`src/rtl/alu_flag_pkg.sv`:
```
package alu_flag_pkg;
  parameter int DATA_W = 8;
  parameter int NIB_W  = 4;
  parameter int STAT_W = 8;

  // Flag positions are fixed: consumers decode them by bit.
  localparam int FLG_C  = 0;
  localparam int FLG_DC = 1;
  localparam int FLG_Z  = 2;
  localparam int FLG_OV = 3;
  localparam int FLG_N  = 4;
  localparam int FLG_CNT = 5;

  typedef enum logic [3:0] {
    OP_ADD  = 4'd0,
    OP_ADDC = 4'd1,
    OP_SUB  = 4'd2,
    OP_SUBB = 4'd3,
    OP_INC  = 4'd4,
    OP_DEC  = 4'd5,
    OP_AND  = 4'd6,
    OP_OR   = 4'd7,
    OP_XOR  = 4'd8
  } alu_op_e;
endpackage

```
`src/rtl/alu_operand_sel.sv`:
```
module alu_operand_sel
  import alu_flag_pkg::*;
#(
  parameter int W = DATA_W
) (
  input  logic [3:0]   op_code,
  input  logic [W-1:0] opnd_a,
  input  logic [W-1:0] opnd_b,
  input  logic         carry_held,
  output logic [W-1:0] add_x,
  output logic [W-1:0] add_y,
  output logic         add_cin,
  output logic         is_arith,
  output logic         is_logic
);
  localparam logic [W-1:0] ONE = {{(W-1){1'b0}}, 1'b1};

  always_comb begin
    add_x    = opnd_a;
    add_y    = opnd_b;
    add_cin  = 1'b0;
    is_arith = 1'b1;
    is_logic = 1'b0;
    case (alu_op_e'(op_code))
      OP_ADD:  begin add_y = opnd_b;  add_cin = 1'b0;       end
      OP_ADDC: begin add_y = opnd_b;  add_cin = carry_held; end
      OP_SUB:  begin add_y = ~opnd_b; add_cin = 1'b1;       end
      OP_SUBB: begin add_y = ~opnd_b; add_cin = carry_held; end
      OP_INC:  begin add_y = ONE;     add_cin = 1'b0;       end
      OP_DEC:  begin add_y = ~ONE;    add_cin = 1'b1;       end
      OP_AND, OP_OR, OP_XOR: begin
        is_arith = 1'b0;
        is_logic = 1'b1;
      end
      default: begin
        is_arith = 1'b0;
        is_logic = 1'b0;
      end
    endcase
  end
endmodule

```
`src/rtl/alu_adder.sv`:
```
module alu_adder
  import alu_flag_pkg::*;
#(
  parameter int W   = DATA_W,
  parameter int NIB = NIB_W
) (
  input  logic [W-1:0] add_x,
  input  logic [W-1:0] add_y,
  input  logic         add_cin,
  output logic [W-1:0] sum,
  output logic         carry_out,
  output logic         half_carry,
  output logic         overflow
);
  logic [W:0]   full_sum;
  logic [NIB:0] low_sum;

  always_comb begin
    full_sum   = {1'b0, add_x} + {1'b0, add_y} + {{W{1'b0}}, add_cin};
    low_sum    = {1'b0, add_x[NIB-1:0]} + {1'b0, add_y[NIB-1:0]} + {{NIB{1'b0}}, add_cin};
    sum        = full_sum[W-1:0];
    carry_out  = full_sum[W];
    half_carry = low_sum[NIB];
    overflow   = (add_x[W-1] == add_y[W-1]) && (full_sum[W-1] != add_x[W-1]);
  end
endmodule

```
`src/rtl/alu_logic_unit.sv`:
```
module alu_logic_unit
  import alu_flag_pkg::*;
#(
  parameter int W = DATA_W
) (
  input  logic [3:0]   op_code,
  input  logic [W-1:0] opnd_a,
  input  logic [W-1:0] opnd_b,
  output logic [W-1:0] logic_res
);
  logic sel_and;
  logic sel_or;

  always_comb begin
    sel_and = (op_code == OP_AND);
    sel_or  = (op_code == OP_OR);
  end

  for (genvar i = 0; i < W; i++) begin : g_bit
    assign logic_res[i] = sel_and ? (opnd_a[i] & opnd_b[i]) :
                          sel_or  ? (opnd_a[i] | opnd_b[i]) :
                                    (opnd_a[i] ^ opnd_b[i]);
  end
endmodule

```
`src/rtl/alu_status_reg.sv`:
```
module alu_status_reg
  import alu_flag_pkg::*;
#(
  parameter int W = DATA_W
) (
  input  logic              clk,
  input  logic              rst_n,
  input  logic              wr_en,
  input  logic              upd_arith,
  input  logic              upd_logic,
  input  logic              c_new,
  input  logic              dc_new,
  input  logic              ov_new,
  input  logic              z_new,
  input  logic              n_new,
  input  logic [W-1:0]      result,
  output logic [STAT_W-1:0] status
);
  logic               rst_meta;
  logic               rst_sync_n;
  logic [FLG_CNT-1:0] flags_q;
  logic [FLG_CNT-1:0] flags_d;
  logic               flags_en;

  // Assert asynchronously, release on the clock.
  always_ff @(posedge clk or negedge rst_n) begin
    if (!rst_n) begin
      rst_meta   <= 1'b0;
      rst_sync_n <= 1'b0;
    end else begin
      rst_meta   <= 1'b1;
      rst_sync_n <= rst_meta;
    end
  end

  always_comb begin
    flags_en = wr_en && (upd_arith || upd_logic);
    flags_d  = flags_q;
    if (upd_arith) begin
      flags_d[FLG_C]  = c_new;
      flags_d[FLG_DC] = dc_new;
      flags_d[FLG_OV] = ov_new;
      flags_d[FLG_Z]  = z_new;
      flags_d[FLG_N]  = n_new;
    end else if (upd_logic) begin
      flags_d[FLG_Z]  = z_new;
      flags_d[FLG_N]  = n_new;
    end
  end

  always_ff @(posedge clk or negedge rst_sync_n) begin
    if (!rst_sync_n) begin
      flags_q <= '0;
    end else if (flags_en) begin
      flags_q <= flags_d;
    end
  end

  assign status = {{(STAT_W-FLG_CNT){1'b0}}, flags_q};

  AST_HOLD_WHEN_IDLE: assert property (@(posedge clk) disable iff (!rst_sync_n)
    !wr_en |=> $stable(status));

  AST_RESERVED_HOLD: assert property (@(posedge clk) disable iff (!rst_sync_n)
    (wr_en && !upd_arith && !upd_logic) |=> $stable(status));

  AST_LOGIC_KEEPS_ARITH_FLAGS: assert property (@(posedge clk) disable iff (!rst_sync_n)
    (wr_en && upd_logic) |=> ($stable(status[FLG_C]) && $stable(status[FLG_DC]) && $stable(status[FLG_OV])));

  AST_ZERO_TRACKS_RESULT: assert property (@(posedge clk) disable iff (!rst_sync_n)
    (wr_en && (upd_arith || upd_logic)) |=> (status[FLG_Z] == ($past(result) == '0)));

  AST_NEG_TRACKS_RESULT: assert property (@(posedge clk) disable iff (!rst_sync_n)
    (wr_en && (upd_arith || upd_logic)) |=> (status[FLG_N] == $past(result[W-1])));

  AST_UPPER_ZERO: assert property (@(posedge clk) disable iff (!rst_sync_n)
    status[STAT_W-1:FLG_CNT] == '0);
endmodule

```
`src/rtl/alu_status_unit.sv`:
```
module alu_status_unit
  import alu_flag_pkg::*;
(
  input  logic              clk,
  input  logic              rst_n,
  input  logic [3:0]        op_code,
  input  logic [DATA_W-1:0] opnd_a,
  input  logic [DATA_W-1:0] opnd_b,
  input  logic              wr_en,
  output logic [DATA_W-1:0] result,
  output logic [STAT_W-1:0] status
);
  logic [DATA_W-1:0] add_x;
  logic [DATA_W-1:0] add_y;
  logic              add_cin;
  logic              is_arith;
  logic              is_logic;
  logic [DATA_W-1:0] sum;
  logic              carry_out;
  logic              half_carry;
  logic              overflow;
  logic [DATA_W-1:0] logic_res;
  logic              z_new;
  logic              n_new;

  alu_operand_sel #(.W(DATA_W)) u_sel (
    .op_code    (op_code),
    .opnd_a     (opnd_a),
    .opnd_b     (opnd_b),
    .carry_held (status[FLG_C]),
    .add_x      (add_x),
    .add_y      (add_y),
    .add_cin    (add_cin),
    .is_arith   (is_arith),
    .is_logic   (is_logic)
  );

  alu_adder #(.W(DATA_W), .NIB(NIB_W)) u_add (
    .add_x      (add_x),
    .add_y      (add_y),
    .add_cin    (add_cin),
    .sum        (sum),
    .carry_out  (carry_out),
    .half_carry (half_carry),
    .overflow   (overflow)
  );

  alu_logic_unit #(.W(DATA_W)) u_logic (
    .op_code   (op_code),
    .opnd_a    (opnd_a),
    .opnd_b    (opnd_b),
    .logic_res (logic_res)
  );

  always_comb begin
    if (is_arith)      result = sum;
    else if (is_logic) result = logic_res;
    else               result = opnd_a;
    z_new = (result == '0);
    n_new = result[DATA_W-1];
  end

  alu_status_reg #(.W(DATA_W)) u_stat (
    .clk       (clk),
    .rst_n     (rst_n),
    .wr_en     (wr_en),
    .upd_arith (is_arith),
    .upd_logic (is_logic),
    .c_new     (carry_out),
    .dc_new    (half_carry),
    .ov_new    (overflow),
    .z_new     (z_new),
    .n_new     (n_new),
    .result    (result),
    .status    (status)
  );
endmodule

```
`config.mk`:
```
export PLATFORM = sky130hd
export DESIGN_NAME = alu_status_unit
export DESIGN_NICKNAME = d
export VERILOG_FILES = /design/src/rtl/alu_flag_pkg.sv /design/src/rtl/alu_operand_sel.sv /design/src/rtl/alu_adder.sv /design/src/rtl/alu_logic_unit.sv /design/src/rtl/alu_status_reg.sv /design/src/rtl/alu_status_unit.sv
export SDC_FILE = /design/constraint.sdc
export NUM_CORES = 1
export LEC_CHECK = 0
export BUFFER_PORTS_ARGS = -buffer_cell sky130_fd_sc_hd__buf_4
export CORE_ASPECT_RATIO = 1.75
export CORE_UTILIZATION = 54
export CTS_BUF_LIST = sky130_fd_sc_hd__clkbuf_16
export DETAILED_ROUTE_END_ITERATION = 6
export PLACE_DENSITY = 0.8
export SLEW_MARGIN = 40
export SYNTH_ARGS = -nofsm -noshare
export SYNTH_HDL_FRONTEND = slang
export SYNTH_SLANG_ARGS = --single-unit
```
`constraint.sdc`:
```
create_clock -name clk -period 3.3 [get_ports clk]
set_input_delay 0 -clock clk [delete_from_list [all_inputs] [get_ports clk]]
set_output_delay 0 -clock clk [all_outputs]
set_load 0.05 [all_outputs]
```
==> flow_summary.yaml <==
setup_path:
  path_class: "flip-flop to flip-flop"
  startpoint_type: "flip-flop"
  worstPathRequired_ns: 3.44
  cpPeakStageDelay_ns: 0.42
  reg2reg_from: "u_stat.flags_q[0]"
  cp_top_family: "simple AND/OR/NAND/NOR gates"
  r2r_end: "u_stat.flags_q[2]"
  critPathArrivalTime_ns: 3.17
  cp_slowest_cell: "or4_1"
  cp_max_fo: 3
  endpoint: "u_stat.flags_q[2]"
  r2r_cells: 12
  crit_path_start: "u_stat.flags_q[0]"
  ff2ff_setup_slack_ns: 0.27
  path_cells: "inv_1 -> a21oi_1 -> a21oi_1 -> or2_2 -> fa_1 -> inv_1 -> fa_1 -> a22oi_1 -> and3_1 -> o211ai_1 -> or4_1 -> o31ai_1"
  critPathCaptureType: "flip-flop"
  cp_num_buf_inv: 2
  cp.depth: 12
layout:
  register_area_sq_um: 175
  final_util_pct: 71.6
  final_area_sq_um: 1970
  final_nets: 304
  fill_cells: 237
  multi_input_area_sq_um: 1290
  num_antenna_cells: 0
  area_growth_syn_to_layout_pct: 22.4
  fin_cells: 282
  drive_gt1_share_pct: 21.6
power_and_ir_drop:
  p_seq_share_pct: 14.5
  power_w: 0.000761
  power_frac_clock_pct: 27.3
  powerDensity_nw_per_um2: 386
  p_switching_w: 0.000340
  power.share.switching_pct: 44.7
  power.internal_w: 0.000421
  p_leak_nw: 1.01
  pwr-share-comb_pct: 58.2
  peakVddDrop_v: 0.000267
clock_network:
  clk_pin_slew_ns: 0.04
  cts_buffers: 3
  insertion_delay_ns: 0.23
  htreeDepth: 1
  cts_tree: "yes"
  clock_path_buffers: 2
  clockRootBuffer: "clkbuf_16"
  numClockSinks: 7
yosys:
  synth-seq-cells: 7
  synth-edff-count: 0
  async_flop_share_pct: 100
  synthFlopType: "dfrtp_1"
  synth_cell_types: 48
  syn_area_sq_um: 1610
  synthCells: 223
  yosysSeqAreaShare_pct: 10.9
  syn_area_per_cell_sq_um: 7.23
  yosys_warnings: 0
detailed_routing:
  viasPerCell: 5.96
  wl_mm: 4.37
  drcViolationCount: 0
  dr_wl_met3_microns: 217
  routedWlPerCell_microns: 15.5
  num_vias: 1682
  met1_length_mm: 1.69
  highest_layer: "met4"
  drtPass1Iterations: 4
  drtAntennaViolNets: 0
  drtIter0Drc: 45
  wl_met2_mm: 2.38
placement:
  numPlacedInstances: 277
  placed_area_sq_um: 1870
  portBuffers: 35
  finalWeightedCongestion: 0.934
  dp_hpwl_mm: 3.43
global_routing:
  grt_overflow: 0
  grt_first_pass_wirelength_mm: 7.19
  first_global_vias: 1572
  grt_usage_pct: 29.5
  grt_antenna_before_repair: 0
  grt_max_degree: 28
die:
  rows: 25
  dieArea_sq_um: 3220
  io-pin-count: 39
  die_w_microns: 43.3
  start_util_pct: 58.5
  core_sq_um: 2750
  die_height_microns: 74.3
timing:
  max_freq_ghz: 0.330
  min_period_over_period_pct: 91.7
  tightest_slew_ns: 0.576
  slew_viol_final: 0
  skew_ns: 0.000332
  hold_ws_ns: 0.0868
  period_needed_ns: 3.03
  maxSlewHeadroom_pct: 61.4
  grt_setup_unrepaired: "no"
  finalHoldViolCount: 0
  final-setup-viol-count: 0
status:
  status: "complete, no violations"
hold_path:
  worstHoldPathType: "input pin to asynchronous set/reset pin"
flow_run:
  cap_violations: 0
-- state kept, by name (all words and copies together) (netlist names) --
name               flops
u_stat.flags_q         5
u_stat.rst_meta        1
u_stat.rst_sync_n      1
-- power groups by stage --
stage | logic (W) | clock network, W | registers [W]
final | 0.000443 | 0.000207 | 0.000110
after global routing | 0.000481 | 0.000212 | 0.000112
after CTS | 0.000440 | 0.000207 | 0.000111
after detailed placement | 0.000436 | 0 | 0.000112
after global placement | 0.000433 | 0 | 0.000111
after floorplan | 0.000283 | 0 | 0.000145
-- cell type report --
class	instances	share of cell area, %
Multi-Input combinational cell	180	65.3
Tap cell	27	1.71
Inverter	23	4.38
Sequential cell	7	8.88
Timing Repair Buffer	41	15.7
Clock inverter	1	0.190
Clock buffer	3	3.81
-- what timing repair did --
| item | in CTS | in global routing |
|---|---|---|
| hold buffers | 1 | 0 |
| buffers inserted | 0 | 0 |
| setup endpoints to repair | 0 | 1 |
| gates resized for setup | 0 | 1 |
| hold endpoints to repair | 2 | 0 |
-- cell usage in the layout, fill, tap and decap left out, drive strengths merged, types with 3 or more instances in the layout --
cell type,count
o21bai,3
buf,40
mux2i,10
clkbuf,3
o21ai,7
a21oi,24
o211ai,7
or2,3
nand3,3
a211oi,4
o22ai,5
nand2,19
a21o,3
mux2,4
conb,4
xnor2,3
nor3,6
ha,23
inv,24
dfrtp,7
o31ai,3
nor2,25
-- layer usage --
layer	vias to the layer above	GRT usage (%)
met5	-	0
met4	0	13.1
met3	9	2.43
met2	61	55.4
met1	777	32.6
li1	835	-
-- worst min-delay path by stage --
| stage | to | depth (start not counted) |
|---|---|---|
| 6_report | u_stat.rst_meta | 2 |
| 5_1_grt | u_stat.rst_meta | 2 |
| 4_1_cts | u_stat.rst_meta | 2 |
| 3_5_place_dp | u_stat.rst_meta | 1 |
| 3_3_place_gp | u_stat.rst_meta | 1 |
| 2_1_floorplan | u_stat.rst_meta | 0 |
-- cells by family after synthesis --
logic type	synth area share, %
flops	10.9
simple gates	21.1
other cells	0.466
xor+xnor	2.17
compound gates	25.0
fa+ha+maj	20.3
mux	9.01
buf+inv	11.0
-- synthesized netlist by cell type (all sizes together), types with 2 or more instances --
cell type  instances  area (sq um)
buf               12          80.1
nor3               6          30.0
dfrtp              7           175
o21bai             3          22.5
nor2              25          96.4
a211oi             4          35.0
inv               23          86.3
nand2             19          71.3
a21oi             24           120
mux2i             10           100
ha                23           288
mux2               4          45.0
conb               2          7.51
o31ai              3          22.5
nand3              3          15.0
o22ai              5          31.3
xnor2              3          26.3
o211ai             7          52.6
a21o               3          22.5
and3               2          12.5
and2               2          12.5
o21ai              7          35.0
nand2b             2          12.5
fa                 2          40.0
clkbuf             3          11.3
or2                3          18.8
-- through the flow --
| stage | worst slack (ns) | setup TNS, ns |
|---|---|---|
| floorplan | -0.0252 | -0.0252 |
| global placement | 0.311 | 0 |
| detailed placement | 0.239 | 0 |
| CTS | 0.221 | 0 |
| global route | 0.0873 | 0 |
| finish | 0.274 | 0 |
Power figures use the tool's default switching activity.
